File: config.mk
export PLATFORM = sky130hd
export DESIGN_NAME = memif_rst_requester
export DESIGN_NICKNAME = d
export VERILOG_FILES = /design/src/rtl/memif_rr_pkg.sv /design/src/rtl/memif_rr_sync.sv /design/src/rtl/memif_rr_pulse.sv /design/src/rtl/memif_rr_timeout.sv /design/src/rtl/memif_rr_seq.sv /design/src/rtl/memif_rst_requester.sv
export SDC_FILE = /design/constraint.sdc
export NUM_CORES = 1
export LEC_CHECK = 0
export CORE_MARGIN = 2
export CORE_UTILIZATION = 45
export DETAILED_ROUTE_END_ITERATION = 8
export DONT_BUFFER_PORTS = 1
export PLACE_DENSITY = 0.61
export SKIP_LAST_GASP = 1
export SLEW_MARGIN = 20
export SYNTH_ARGS = -nofsm -noshare
export SYNTH_HDL_FRONTEND = slang
export SYNTH_SLANG_ARGS = --single-unit
File: constraint.sdc
create_clock -name clk -period 3.4 [get_ports clk]
set_input_delay 0.68 -clock clk [delete_from_list [all_inputs] [get_ports clk]]
set_output_delay 0.68 -clock clk [all_outputs]
set_load 0.005 [all_outputs]
File: src/rtl/memif_rr_pkg.sv
// Package: shared state encoding and the pulse-width clamp for the
// memory interface reset requester. Assumes nothing beyond 1800-2017.
package memif_rr_pkg;

    typedef enum logic [2:0] {
        ST_IDLE       = 3'd0,
        ST_WAIT_READY = 3'd1,
        ST_PULSE      = 3'd2,
        ST_WAIT_FALL  = 3'd3,
        ST_WAIT_RISE  = 3'd4
    } rr_state_t;

    // Minimum legal high phase of the request pulse, in clock cycles.
    localparam int MIN_PULSE = 2;

    // Returns the effective pulse width: never below MIN_PULSE.
    function automatic int clamp_width(input int req_w);
        return (req_w < MIN_PULSE) ? MIN_PULSE : req_w;
    endfunction

endpackage

File: src/rtl/memif_rr_sync.sv
// Module: memif_rr_sync
// Multi-stage synchronizer for a vector of asynchronous level inputs.
// Assumes each bit is a slow level; bits are not coherent with each other.
// Reset is the block's own rst_n, never the controllers' core reset.
module memif_rr_sync #(
    parameter int WIDTH  = 2,
    parameter int STAGES = 2
) (
    input  logic             clk,
    input  logic             rst_n,
    input  logic [WIDTH-1:0] async_in,
    output logic [WIDTH-1:0] sync_out
);
    localparam int DEPTH = (STAGES < 2) ? 2 : STAGES;

    logic [WIDTH-1:0] stage_q [DEPTH];

    // First stage: capture the asynchronous level.
    always_ff @(posedge clk) begin
        if (!rst_n) stage_q[0] <= '0;
        else        stage_q[0] <= async_in;
    end

    generate
        for (genvar g = 1; g < DEPTH; g++) begin : g_stage
            // Later stages: let metastability settle.
            always_ff @(posedge clk) begin
                if (!rst_n) stage_q[g] <= '0;
                else        stage_q[g] <= stage_q[g-1];
            end
        end
    endgenerate

    assign sync_out = stage_q[DEPTH-1];

endmodule

File: src/rtl/memif_rr_pulse.sv
// Module: memif_rr_pulse
// Drives the request pulse for a fixed number of cycles after a one-cycle
// fire strobe. Assumes fire is never given while the pulse is active.
module memif_rr_pulse #(
    parameter int PULSE_W = 2
) (
    input  logic clk,
    input  logic rst_n,
    input  logic fire,
    output logic req,
    output logic last
);
    import memif_rr_pkg::*;

    localparam int EFF_W = clamp_width(PULSE_W);
    localparam int CW    = (EFF_W > 1) ? $clog2(EFF_W) : 1;
    localparam logic [CW-1:0] LOAD = CW'(EFF_W - 1);

    logic [CW-1:0] cnt_q;
    logic          req_q;

    // Load the width on fire, count down while high, drop at zero.
    always_ff @(posedge clk) begin
        if (!rst_n) begin
            req_q <= 1'b0;
            cnt_q <= '0;
        end else if (fire) begin
            req_q <= 1'b1;
            cnt_q <= LOAD;
        end else if (req_q) begin
            if (cnt_q == '0) req_q <= 1'b0;
            else             cnt_q <= cnt_q - 1'b1;
        end
    end

    assign req  = req_q;
    assign last = req_q && (cnt_q == '0);

    // once raised, the request is still high on the next cycle.
    assert_pulse_min_width_R3: assert property (@(posedge clk) disable iff (!rst_n)
        $rose(req_q) |=> req_q);

endmodule

File: src/rtl/memif_rr_timeout.sv
// Module: memif_rr_timeout
// Counts cycles while run is high and flags expiry on the LIMIT-th one.
// Assumes run drops for at least one cycle between two waiting windows.
module memif_rr_timeout #(
    parameter int LIMIT = 64
) (
    input  logic clk,
    input  logic rst_n,
    input  logic run,
    output logic expired
);
    localparam int LIM = (LIMIT < 1) ? 1 : LIMIT;
    localparam int CW  = $clog2(LIM + 1);
    localparam logic [CW-1:0] LAST = CW'(LIM - 1);

    logic [CW-1:0] cnt_q;

    // Count while waiting; restart from zero whenever not waiting.
    always_ff @(posedge clk) begin
        if (!rst_n || !run) cnt_q <= '0;
        else if (cnt_q != LAST) cnt_q <= cnt_q + 1'b1;
    end

    assign expired = run && (cnt_q == LAST);

endmodule

File: src/rtl/memif_rr_seq.sv
// Module: memif_rr_seq
// Sequencer: accepts triggers, gates on readiness, follows the done flags
// through fall and rise, and keeps the sticky status flags.
// Assumes trigger is a one-cycle strobe and inputs are already synchronous.
module memif_rr_seq (
    input  logic clk,
    input  logic rst_n,
    input  logic trigger,
    input  logic all_ready,
    input  logic pulse_last,
    input  logic expired,
    output logic fire,
    output logic wait_fall,
    output logic busy,
    output logic complete,
    output logic drop_flag,
    output logic timeout_err
);
    import memif_rr_pkg::*;

    rr_state_t state_q, state_d;
    logic      complete_q, drop_q, err_q;

    // Next-state decode of the request sequence.
    always_comb begin
        state_d = state_q;
        fire    = 1'b0;
        unique case (state_q)
            ST_IDLE:       if (trigger) state_d = ST_WAIT_READY;
            ST_WAIT_READY: if (all_ready) begin
                               state_d = ST_PULSE;
                               fire    = 1'b1;
                           end
            ST_PULSE:      if (pulse_last) state_d = ST_WAIT_FALL;
            ST_WAIT_FALL:  if (!all_ready)  state_d = ST_WAIT_RISE;
                           else if (expired) state_d = ST_IDLE;
            ST_WAIT_RISE:  if (all_ready) state_d = ST_IDLE;
            default:       state_d = ST_IDLE;
        endcase
    end

    // State register.
    always_ff @(posedge clk) begin
        if (!rst_n) state_q <= ST_IDLE;
        else        state_q <= state_d;
    end

    // Completion flag: set when done rises again, cleared on acceptance.
    always_ff @(posedge clk) begin
        if (!rst_n) complete_q <= 1'b0;
        else if (state_q == ST_IDLE && trigger) complete_q <= 1'b0;
        else if (state_q == ST_WAIT_RISE && all_ready) complete_q <= 1'b1;
    end

    // Sticky flag for triggers that arrive while busy.
    always_ff @(posedge clk) begin
        if (!rst_n) drop_q <= 1'b0;
        else if (trigger && state_q != ST_IDLE) drop_q <= 1'b1;
    end

    // Sticky flag for a sequence that never started.
    always_ff @(posedge clk) begin
        if (!rst_n) err_q <= 1'b0;
        else if (state_q == ST_WAIT_FALL && all_ready && expired) err_q <= 1'b1;
    end

    assign wait_fall   = (state_q == ST_WAIT_FALL);
    assign busy        = (state_q != ST_IDLE);
    assign complete    = complete_q;
    assign drop_flag   = drop_q;
    assign timeout_err = err_q;

    // the drop flag never clears without reset.
    assert_drop_sticky_R6: assert property (@(posedge clk) disable iff (!rst_n)
        drop_q |=> drop_q);
    // an error appears only out of the waiting-for-fall phase.
    assert_timeout_source_R7: assert property (@(posedge clk) disable iff (!rst_n)
        $rose(err_q) |-> $past(state_q == ST_WAIT_FALL));
    // completion and busy are never high together.
    assert_complete_idle_R4: assert property (@(posedge clk) disable iff (!rst_n)
        complete_q |-> !busy);

endmodule

File: src/rtl/memif_rst_requester.sv
// Module: memif_rst_requester (top)
// Issues a reset request to NUM_IF memory controllers sharing core clocks,
// tracks their done flags and reports completion and calibration status.
// Assumes rst_n is not derived from the controllers' core reset.
module memif_rst_requester #(
    parameter int NUM_IF      = 2,
    parameter int PULSE_W     = 2,
    parameter int TIMEOUT_CYC = 64
) (
    input  logic              clk,
    input  logic              rst_n,
    input  logic              trigger,
    input  logic [NUM_IF-1:0] done_in,
    input  logic [NUM_IF-1:0] cal_pass_in,
    input  logic [NUM_IF-1:0] cal_fail_in,
    output logic              req_out,
    output logic              busy,
    output logic              complete,
    output logic              drop_flag,
    output logic              timeout_err,
    output logic              cal_ok,
    output logic              cal_bad
);
    localparam int SYNC_STAGES = 2;

    logic [NUM_IF-1:0] done_s, pass_s, fail_s;
    logic              all_ready, fire, pulse_last, wait_fall, expired;

    memif_rr_sync #(.WIDTH(NUM_IF), .STAGES(SYNC_STAGES)) i_sync_done (
        .clk(clk), .rst_n(rst_n), .async_in(done_in), .sync_out(done_s));
    memif_rr_sync #(.WIDTH(NUM_IF), .STAGES(SYNC_STAGES)) i_sync_pass (
        .clk(clk), .rst_n(rst_n), .async_in(cal_pass_in), .sync_out(pass_s));
    memif_rr_sync #(.WIDTH(NUM_IF), .STAGES(SYNC_STAGES)) i_sync_fail (
        .clk(clk), .rst_n(rst_n), .async_in(cal_fail_in), .sync_out(fail_s));

    assign all_ready = &done_s;

    memif_rr_seq i_seq (
        .clk(clk), .rst_n(rst_n), .trigger(trigger), .all_ready(all_ready),
        .pulse_last(pulse_last), .expired(expired), .fire(fire),
        .wait_fall(wait_fall), .busy(busy), .complete(complete),
        .drop_flag(drop_flag), .timeout_err(timeout_err));

    memif_rr_pulse #(.PULSE_W(PULSE_W)) i_pulse (
        .clk(clk), .rst_n(rst_n), .fire(fire), .req(req_out), .last(pulse_last));

    memif_rr_timeout #(.LIMIT(TIMEOUT_CYC)) i_timeout (
        .clk(clk), .rst_n(rst_n), .run(wait_fall), .expired(expired));

    // Calibration outcome comes only from the status inputs, gated by completion.
    assign cal_ok  = complete && (&pass_s) && !(|fail_s);
    assign cal_bad = complete && (|fail_s);

    // a request rises only after every synchronized done flag was high.
    assert_req_needs_ready_R1: assert property (@(posedge clk) disable iff (!rst_n)
        $rose(req_out) |-> $past(all_ready));
    // the request is only ever driven inside a busy sequence.
    assert_req_inside_busy_R2: assert property (@(posedge clk) disable iff (!rst_n)
        req_out |-> busy);
    // pass and fail reports never coexist.
    assert_cal_exclusive_R8: assert property (@(posedge clk) disable iff (!rst_n)
        !(cal_ok && cal_bad));

endmodule

# Yosys cells after proc, flatten, opt, wreduce, memory -nomap -nowiden
# Memories as Yosys holds them, arrays and structs flattened.
# Index checks and enable logic that the tools add are counted.
# word_totals
register_bits	15
mem_bits_rw	12
output_inout_bits	7
word_cells	76
n_memories	3
# memory_table
memory	words	word_bits	read_ports	rd_ports_with_merged_regs	wr	line_no	text
i_sync_done.stage_q	2	2	2	0	2	memif_rr_sync.sv:16	logic [WIDTH-1:0] stage_q [DEPTH];
i_sync_fail.stage_q	2	2	2	0	2	memif_rr_sync.sv:16	
i_sync_pass.stage_q	2	2	2	0	2	memif_rr_sync.sv:16	
# op_classes
add_sub_neg	2
n_eq_ne	11
muxes	23
bitwise	8
n_reduce_logical	22
# ops
op	n
3-bit two-way mux	6
3-bit case mux with 5 select lines	1
2-bit two-way mux	6
1-bit logical AND	10
1-bit two-way mux	10
7-bit by 1-bit adder with 7-bit output, second input constant	1
7-bit by 6-bit equality test with 1-bit output, second input constant	1
7-bit by 6-bit inequality test with 1-bit output, second input constant	1
3-bit by 2-bit equality test with 1-bit output, second input constant	2
2-bit by 1-bit inequality test with 1-bit output, second input constant	3
1-bit OR	6
5-bit AND reduction	1
2-bit AND reduction	2
2-bit OR reduction	2
3-bit by 1-bit equality test with 1-bit output, second input constant	1
3-bit equality test, second input constant	1
1-bit logical NOT	3
3-bit logical NOT	1
3-bit inequality test, second input constant	1
3-bit nonzero test	1
2-bit inequality test, second input constant	1
1-bit inverter	2
2-bit nonzero test	1
1-bit logical OR	1
1-bit subtractor, second input constant	1

# Longest topological paths before layout
# Gate-level depths: netlist of the first run.
# depth
ltp_word	5
depth_mapped	4

# By module
# From an unflattened synthesis of the first run, not the netlist that was laid out.
# hier_totals
hier_cells	98
area_unflattened_um2	1024.7
# modules_own_cells
mod	instances	cells_per_inst	area_per_inst_um2	seq_area_each_um2
memif_rr_timeout	1	34	339.1	140.1
memif_rr_sync	3	8	105.1	80.1
memif_rr_seq	1	29	267.8	120.1
memif_rr_pulse	1	7	73.8	40.0
memif_rst_requester	1	4	28.8	0.0

# Worst setup path after synthesis of the first run
# Ideal clock, no wire load.
# synth_path
path_kind	register to output
start	reg i_seq.state_q[1]
end	out busy
arrival_ps	793
required_time_ps	2720
setup_slack_ps	1927
stages_incl_launch_ff	3
path_cell_list	dfxtp_1 buf_2 or3_1
# synth_via
elab_chain_len	1
# synth_rtl
item	line_no	text
from (decl)	memif_rr_seq.sv:21	rr_state_t state_q, state_d;
from (signal assigned)	memif_rr_seq.sv:45	else state_q <= state_d;
3-bit nonzero test	memif_rr_seq.sv:68	assign busy = (state_q != ST_IDLE);
to (decl)	memif_rst_requester.sv:17	output logic busy,
# No other way between the ends.

# Final worst setup path of the first run
# Same ends and word-level chain as after synthesis.

==> results by group, run 1 <==
Run status
  – Status: finished clean

Route
  – Iteration-0 DRC Markers: 2
  – Vias per cell: 5.07
  – DRC violations left: 0
  – Routed vias: 680
  – Routed Antenna Nets: 0
  – DR WL/cell: 11.3 um
  – Overall routed net length: 1.51 mm
  – 1st-pass router iterations: 4

STA
  – Hold Violations, Final: 0
  – TNS Setup: 0 ns
  – RSZ-0062 raised after global routing: no
  – Worst rel slew slack: 0.801
  – Setup Viol. Count Final: 0
  – Max Slew Vio Count: 0
  – Fmax: 549 MHz
  – Final period utilization: 0.536
  – Hold slack final: 0.447 ns
  – Worst-margin pin slew: 0.295 ns
  – Final Skew: 0.00561 ns
  – Minimum clock period: 1.82 ns

Floorplanning
  – Die X: 51.9 um
  – Initial Util: 0.471
  – Die area: 0.00269 sq mm
  – Row cnt: 17
  – DIE HEIGHT: 51.9 um
  – Core footprint: 0.00219 sq mm
  – Top Ports: 16

Logic synthesis
  – Cell count after synthesis: 106
  – Commonest cells post-synth: dfxtp_1 (27), and2_1 (12), a21oi_1 (6), nand2_1 (6)
  – Area leader, netlist: dfxtp_1
  – Synth area leaders: dfxtp_1 (52%), and2_1 (7.3%), a21oi_1 (2.9%)
  – Yosys reg bits: 27
  – Post-Syn Nets: 116
  – Yosys warning total: 0
  – Syn Area/Cell: 9.73 sq um
  – Post-synth EDFFs: 0
  – Sequential area share after synthesis: 0.524
  – Yosys cell types: 32
  – Async S/R FF share, synth: 0
  – Yosys top cell area share: 0.524
  – Mapped Area: 0.00103 sq mm
  – Most common cell in the netlist: dfxtp_1
  – Main synth FF type: dfxtp_1

Global route
  – Met1 usage: 0.203
  – GR Util All Layers: 0.143
  – Grt ovf: 0
  – M2 GR Usage: 0.184
  – GRT Max-Usage Layer: met1
  – Initial antenna violation count: 0
  – First-pass GRT wire length: 2.81 mm
  – Pin count of the biggest net entering global routing: 22
  – Met3 Use GR: 0.0374
  – Vias in the first global route: 645

Clock network
  – Clock Tree Root: clkbuf_4
  – CTS Hold Buffers Added: 0
  – Resized Gates After CTS: 0
  – CTS tree: done
  – H-tree levels: 1
  – Clock Pin Slew Worst Setup and Hold Paths: 0.15 ns
  – Setup Buffers After CTS: 0
  – Max clock buf depth: 2
  – CTS buffer count: 3
  – Clk_lat worst skew: 0.32 ns
  – Clock sinks: 27

Worst hold path
  – Worst hold path endpoint: i_seq.state_q[2]
  – Hold Path Stages: 2
  – Hold path start: rst_n
  – Hold Crit Class: in2reg

Layout
  – Area grow syn2layout: 4.73%
  – N_diodes: 0
  – Fin util: 0.493
  – Fraction of layout cells with a size suffix above 1: 0.0755
  – Nets: 117

Setup path
  – Register-to-register setup slack: 2.05 ns
  – Bufs and invs on worst path: 0
  – Type of the worst setup path: reg2out
  – Crit path DAT: 1.14 ns
  – Worst path max stage delay: 0.41 ns
  – Reg2reg end: i_seq.timeout_err
  – Largest delay contributor family on the critical path: flip-flops
  – R2R cell count: 4
  – R2r startpoint: i_timeout.cnt_q[0]
  – Critical-path cell list: or3_1
  – Setup crit start kind: register
  – CP Max Fanout: 9
  – Critical Path RT: 2.72 ns
  – CP max-delay cell: dfxtp_1
  – Critical Path Sink Type: primary output

Place
  – Port Buffer Count: 0
  – Post-DP HPWL: 1.10 mm
  – Routability Congestion: 0.767

Pwr
  – VDD IR max: 0.000268 V
  – LEAKAGE: 0.375 nW
  – Power density cells: 481 mW/mm^2

Job
  – Maximum capacitance violations: 0
-- report_power, final --
part	internal, mW	switching [mW]
Sequential	0.331	0.0144
Clock	0.0479	0.0945
Combinational	0.0170	0.0147
Total	0.396	0.124
-- metrics by stage --
| step | cell area [sq um] | setup WS [ns] | instances | power (mW) |
|---|---|---|---|---|
| floorplan | 1030 | 1.93 | 106 | 0.382 |
| global placement | 1050 | 1.95 | 130 | 0.383 |
| detailed placement | 1050 | 1.94 | 130 | 0.384 |
| CTS | 1080 | 1.56 | 134 | 0.527 |
| global route | 1080 | 1.52 | 134 | 0.550 |
| finish | 1080 | 1.58 | 134 | 0.519 |
-- cell usage in the layout, fill, tap and decap left out, types with 3 or more instances in the layout --
cell      instances
dfxtp_1          27
and2_1           12
a21oi_1           6
nand2_1           6
nand3_1           5
nor3_1            5
a21boi_0          4
nand3b_1          3
o21ai_0           3
nor2_1            3
nand2b_1          3
a31oi_1           3
clkbuf_4          3
-- state kept, by name, indices dropped and copies added (netlist names) --
signal,flops
i_timeout.cnt_q,7
i_seq.state_q,3
i_seq.drop_flag,1
i_sync_done.stage_q,4
i_pulse.req,1
i_pulse.cnt_q,1
i_seq.timeout_err,1
i_sync_fail.stage_q,4
i_sync_pass.stage_q,4
i_seq.complete,1
-- cells by family after synthesis --
logic type,share of synthesized area
buf+inv,0.0243
fa+ha+maj,0.0121
compound gates,0.141
simple gates,0.282
xor+xnor,0.0170
flops,0.524
-- metal layers --
layer	routed length [um]	vias up
li1	-	375
met1	832	288
met2	567	13
met3	77	4
met4	34	0
met5	0	-
-- layout make-up --
class,instances,area (sq um)
multi-input combinational,73,465
sequential,27,541
inverter,2,7.51
clock inverter,1,8.76
tap,28,35.0
fill,222,1110
clock buffer,3,22.5
-- worst max path at each step --
stage,start,endpoint,cells after the start,slack [ns]
final,i_seq.state_q[1],busy,1,1.58
after global routing,i_seq.state_q[1],busy,1,1.52
after CTS,i_seq.state_q[1],busy,1,1.56
after detailed placement,i_seq.state_q[1],busy,1,1.94
after global placement,i_seq.state_q[1],busy,1,1.95
after floorplan,i_seq.state_q[1],busy,2,1.93
No activity file was read; power rests on OpenSTA's default activity.
==> run 2: changes to the inputs <==
clock period = 1.87 ns   (was 3.4 ns; I/O delays follow)
==> run 2 against run 1 <==
Global-route usage is 0.31 points higher. Sequential share of layout area is 0.058 points higher. Hold slack worse by 0.29 ns. Register-to-register slack got worse by 1.4 ns. Clock skew decreased by 0.0029 ns. Combinational power grew 81%. Via count increased by 6.8%. Critical path type unchanged. Highest routed layer unchanged.
==> results by group, run 2 (same netlist as run 1, synthesis figures left out) <==
Clock network
  – Max clock buf depth: 2
  – Clock Pin Slew Worst Setup and Hold Paths: 0.13 ns
  – Clk_lat worst skew: 0.31 ns
  – H-tree levels: 1
  – CTS tree: done
  – Clock sinks: 27
  – CTS buffer count: 3
  – Clock Tree Root: clkbuf_4
  – Setup Buffers After CTS: 0
  – Resized Gates After CTS: 0
  – CTS Hold Buffers Added: 0

Setup path
  – Setup crit start kind: register
  – R2r startpoint: i_timeout.cnt_q[0]
  – Reg2reg end: i_seq.timeout_err
  – R2R cell count: 4
  – Bufs and invs on worst path: 0
  – CP max-delay cell: or3_1
  – Register-to-register setup slack: 0.60 ns
  – Critical Path RT: 1.50 ns
  – Crit path DAT: 1.13 ns
  – Worst path max stage delay: 0.42 ns
  – Largest delay contributor family on the critical path: simple AND/OR/NAND/NOR gates
  – Type of the worst setup path: reg2out
  – CP Max Fanout: 9
  – Critical Path Sink Type: primary output
  – Critical-path cell list: or3_1

Worst hold path
  – Hold path start: rst_n
  – Hold Crit Class: in2reg
  – Worst hold path endpoint: i_seq.state_q[2]
  – Hold Path Stages: 2

Route
  – Met1 wire length: 827 um
  – Met3 WL: 104 um
  – DR WL/cell: 12.2 um
  – Routed Antenna Nets: 0
  – Vias per cell: 5.42
  – DR top layer: met4
  – Iteration-0 DRC Markers: 10
  – Overall routed net length: 1.64 mm
  – DRC violations left: 0
  – 1st-pass router iterations: 4
  – Routed vias: 726
  – Met2 wire len: 664 um

Layout
  – Top reg by flops: i_timeout.cnt_q
  – Nets: 117
  – Area grow syn2layout: 4.61%
  – Max FFs per register: 7
  – Fraction of layout cells with a size suffix above 1: 0.0755
  – Post-Layout Cell Count: 134
  – Final Cell Area: 0.00108 sq mm
  – Leading cell types in the layout, fill and taps excluded: dfxtp_1 (27), and2_1 (12), a21oi_1 (6), nand2_1 (6)
  – N_diodes: 0
  – Most common cell after layout, fill and taps aside: dfxtp_1

STA
  – Worst rel slew slack: 0.823
  – Hold slack final: 0.161 ns
  – Fin worst setup slack: 0.362 ns
  – Fmax: 663 MHz
  – Hold Violations, Final: 0
  – Final period utilization: 0.806
  – Max Slew Vio Count: 0
  – RSZ-0062 raised after global routing: no
  – TNS Setup: 0 ns
  – Setup Viol. Count Final: 0
  – Worst-margin pin slew: 0.262 ns
  – Final Skew: 0.00276 ns
  – Minimum clock period: 1.51 ns

Global route
  – Initial antenna violation count: 0
  – GR Util All Layers: 0.146
  – Pin count of the biggest net entering global routing: 22
  – Grt ovf: 0
  – First-pass GRT wire length: 2.87 mm
  – Vias in the first global route: 651

Place
  – DP Area: 0.00105 sq mm
  – Post-DP HPWL: 1.20 mm
  – Routability Congestion: 0.758
  – Port Buffer Count: 0
  – Dpl cells: 130
  – Post-Place Setup Slack: 0.620 ns

Floorplanning
  – Die X: 51.9 um
  – Core footprint: 0.00219 sq mm
  – Row cnt: 17
  – Initial Util: 0.471
  – Top Ports: 16
  – Die area: 0.00269 sq mm
  – DIE HEIGHT: 51.9 um

Run status
  – Status: finished clean

Pwr
  – VDD IR max: 0.000472 V
  – LEAKAGE: 0.371 nW
  – Power density cells: 859 mW/mm^2

Job
  – Maximum capacitance violations: 0
## run 2: cell count changes in the layout (fill, tap and decap cells not counted)
cell / before / now
clkinvlp_4: 0 / 1
inv_6: 1 / 0
## run 2: per-layer routing
| metal | vias to the layer above | global-route usage |
|---|---|---|
| li1 | 373 | - |
| met1 | 331 | 0.189 |
| met2 | 18 | 0.209 |
| met3 | 4 | 0.0460 |
| met4 | 0 | 0.0921 |
| met5 | - | 0 |
## run 2: worst max path at each step
stage                             from           endpoint  slack (ns)  depth (start not counted)
detailed placement  i_timeout.cnt_q[0]  i_seq.timeout_err        0.62                          4
floorplan             i_seq.state_q[1]               busy        0.70                          2
global placement    i_timeout.cnt_q[0]  i_seq.timeout_err        0.68                          4
finish                i_seq.state_q[1]               busy        0.36                          1
CTS                   i_seq.state_q[1]               busy        0.34                          1
global route          i_seq.state_q[1]               busy        0.29                          1
## run 2: power breakdown
group	switching (mW)	internal, mW
Combinational	0.0265	0.0310
Clock	0.159	0.0816
Sequential	0.0268	0.601
Total	0.213	0.714
## run 2: final cells by class
class,instances,area [sq um]
Multi-Input combinational cell,73,465
Sequential cell,27,541
Fill cell,219,1110
Tap cell,28,35.0
Inverter,2,7.51
Clock inverter,1,7.51
Clock buffer,3,22.5
## run 2: worst register-to-register path, stage by stage, from the launching register on
cell and delay (ns):
dfxtp_1 0.42, ha_1 0.26, nand3b_1 0.16, nor4_1 0.25, o21a_1 0.13
## run 2: through the flow
stage,util,power [mW]
2_1_floorplan,-,0.695
5_1_grt,0.492,0.980
3_5_place_dp,0.479,0.700
6_report,0.492,0.927
3_3_place_gp,0.479,0.697
4_1_cts,0.492,0.943
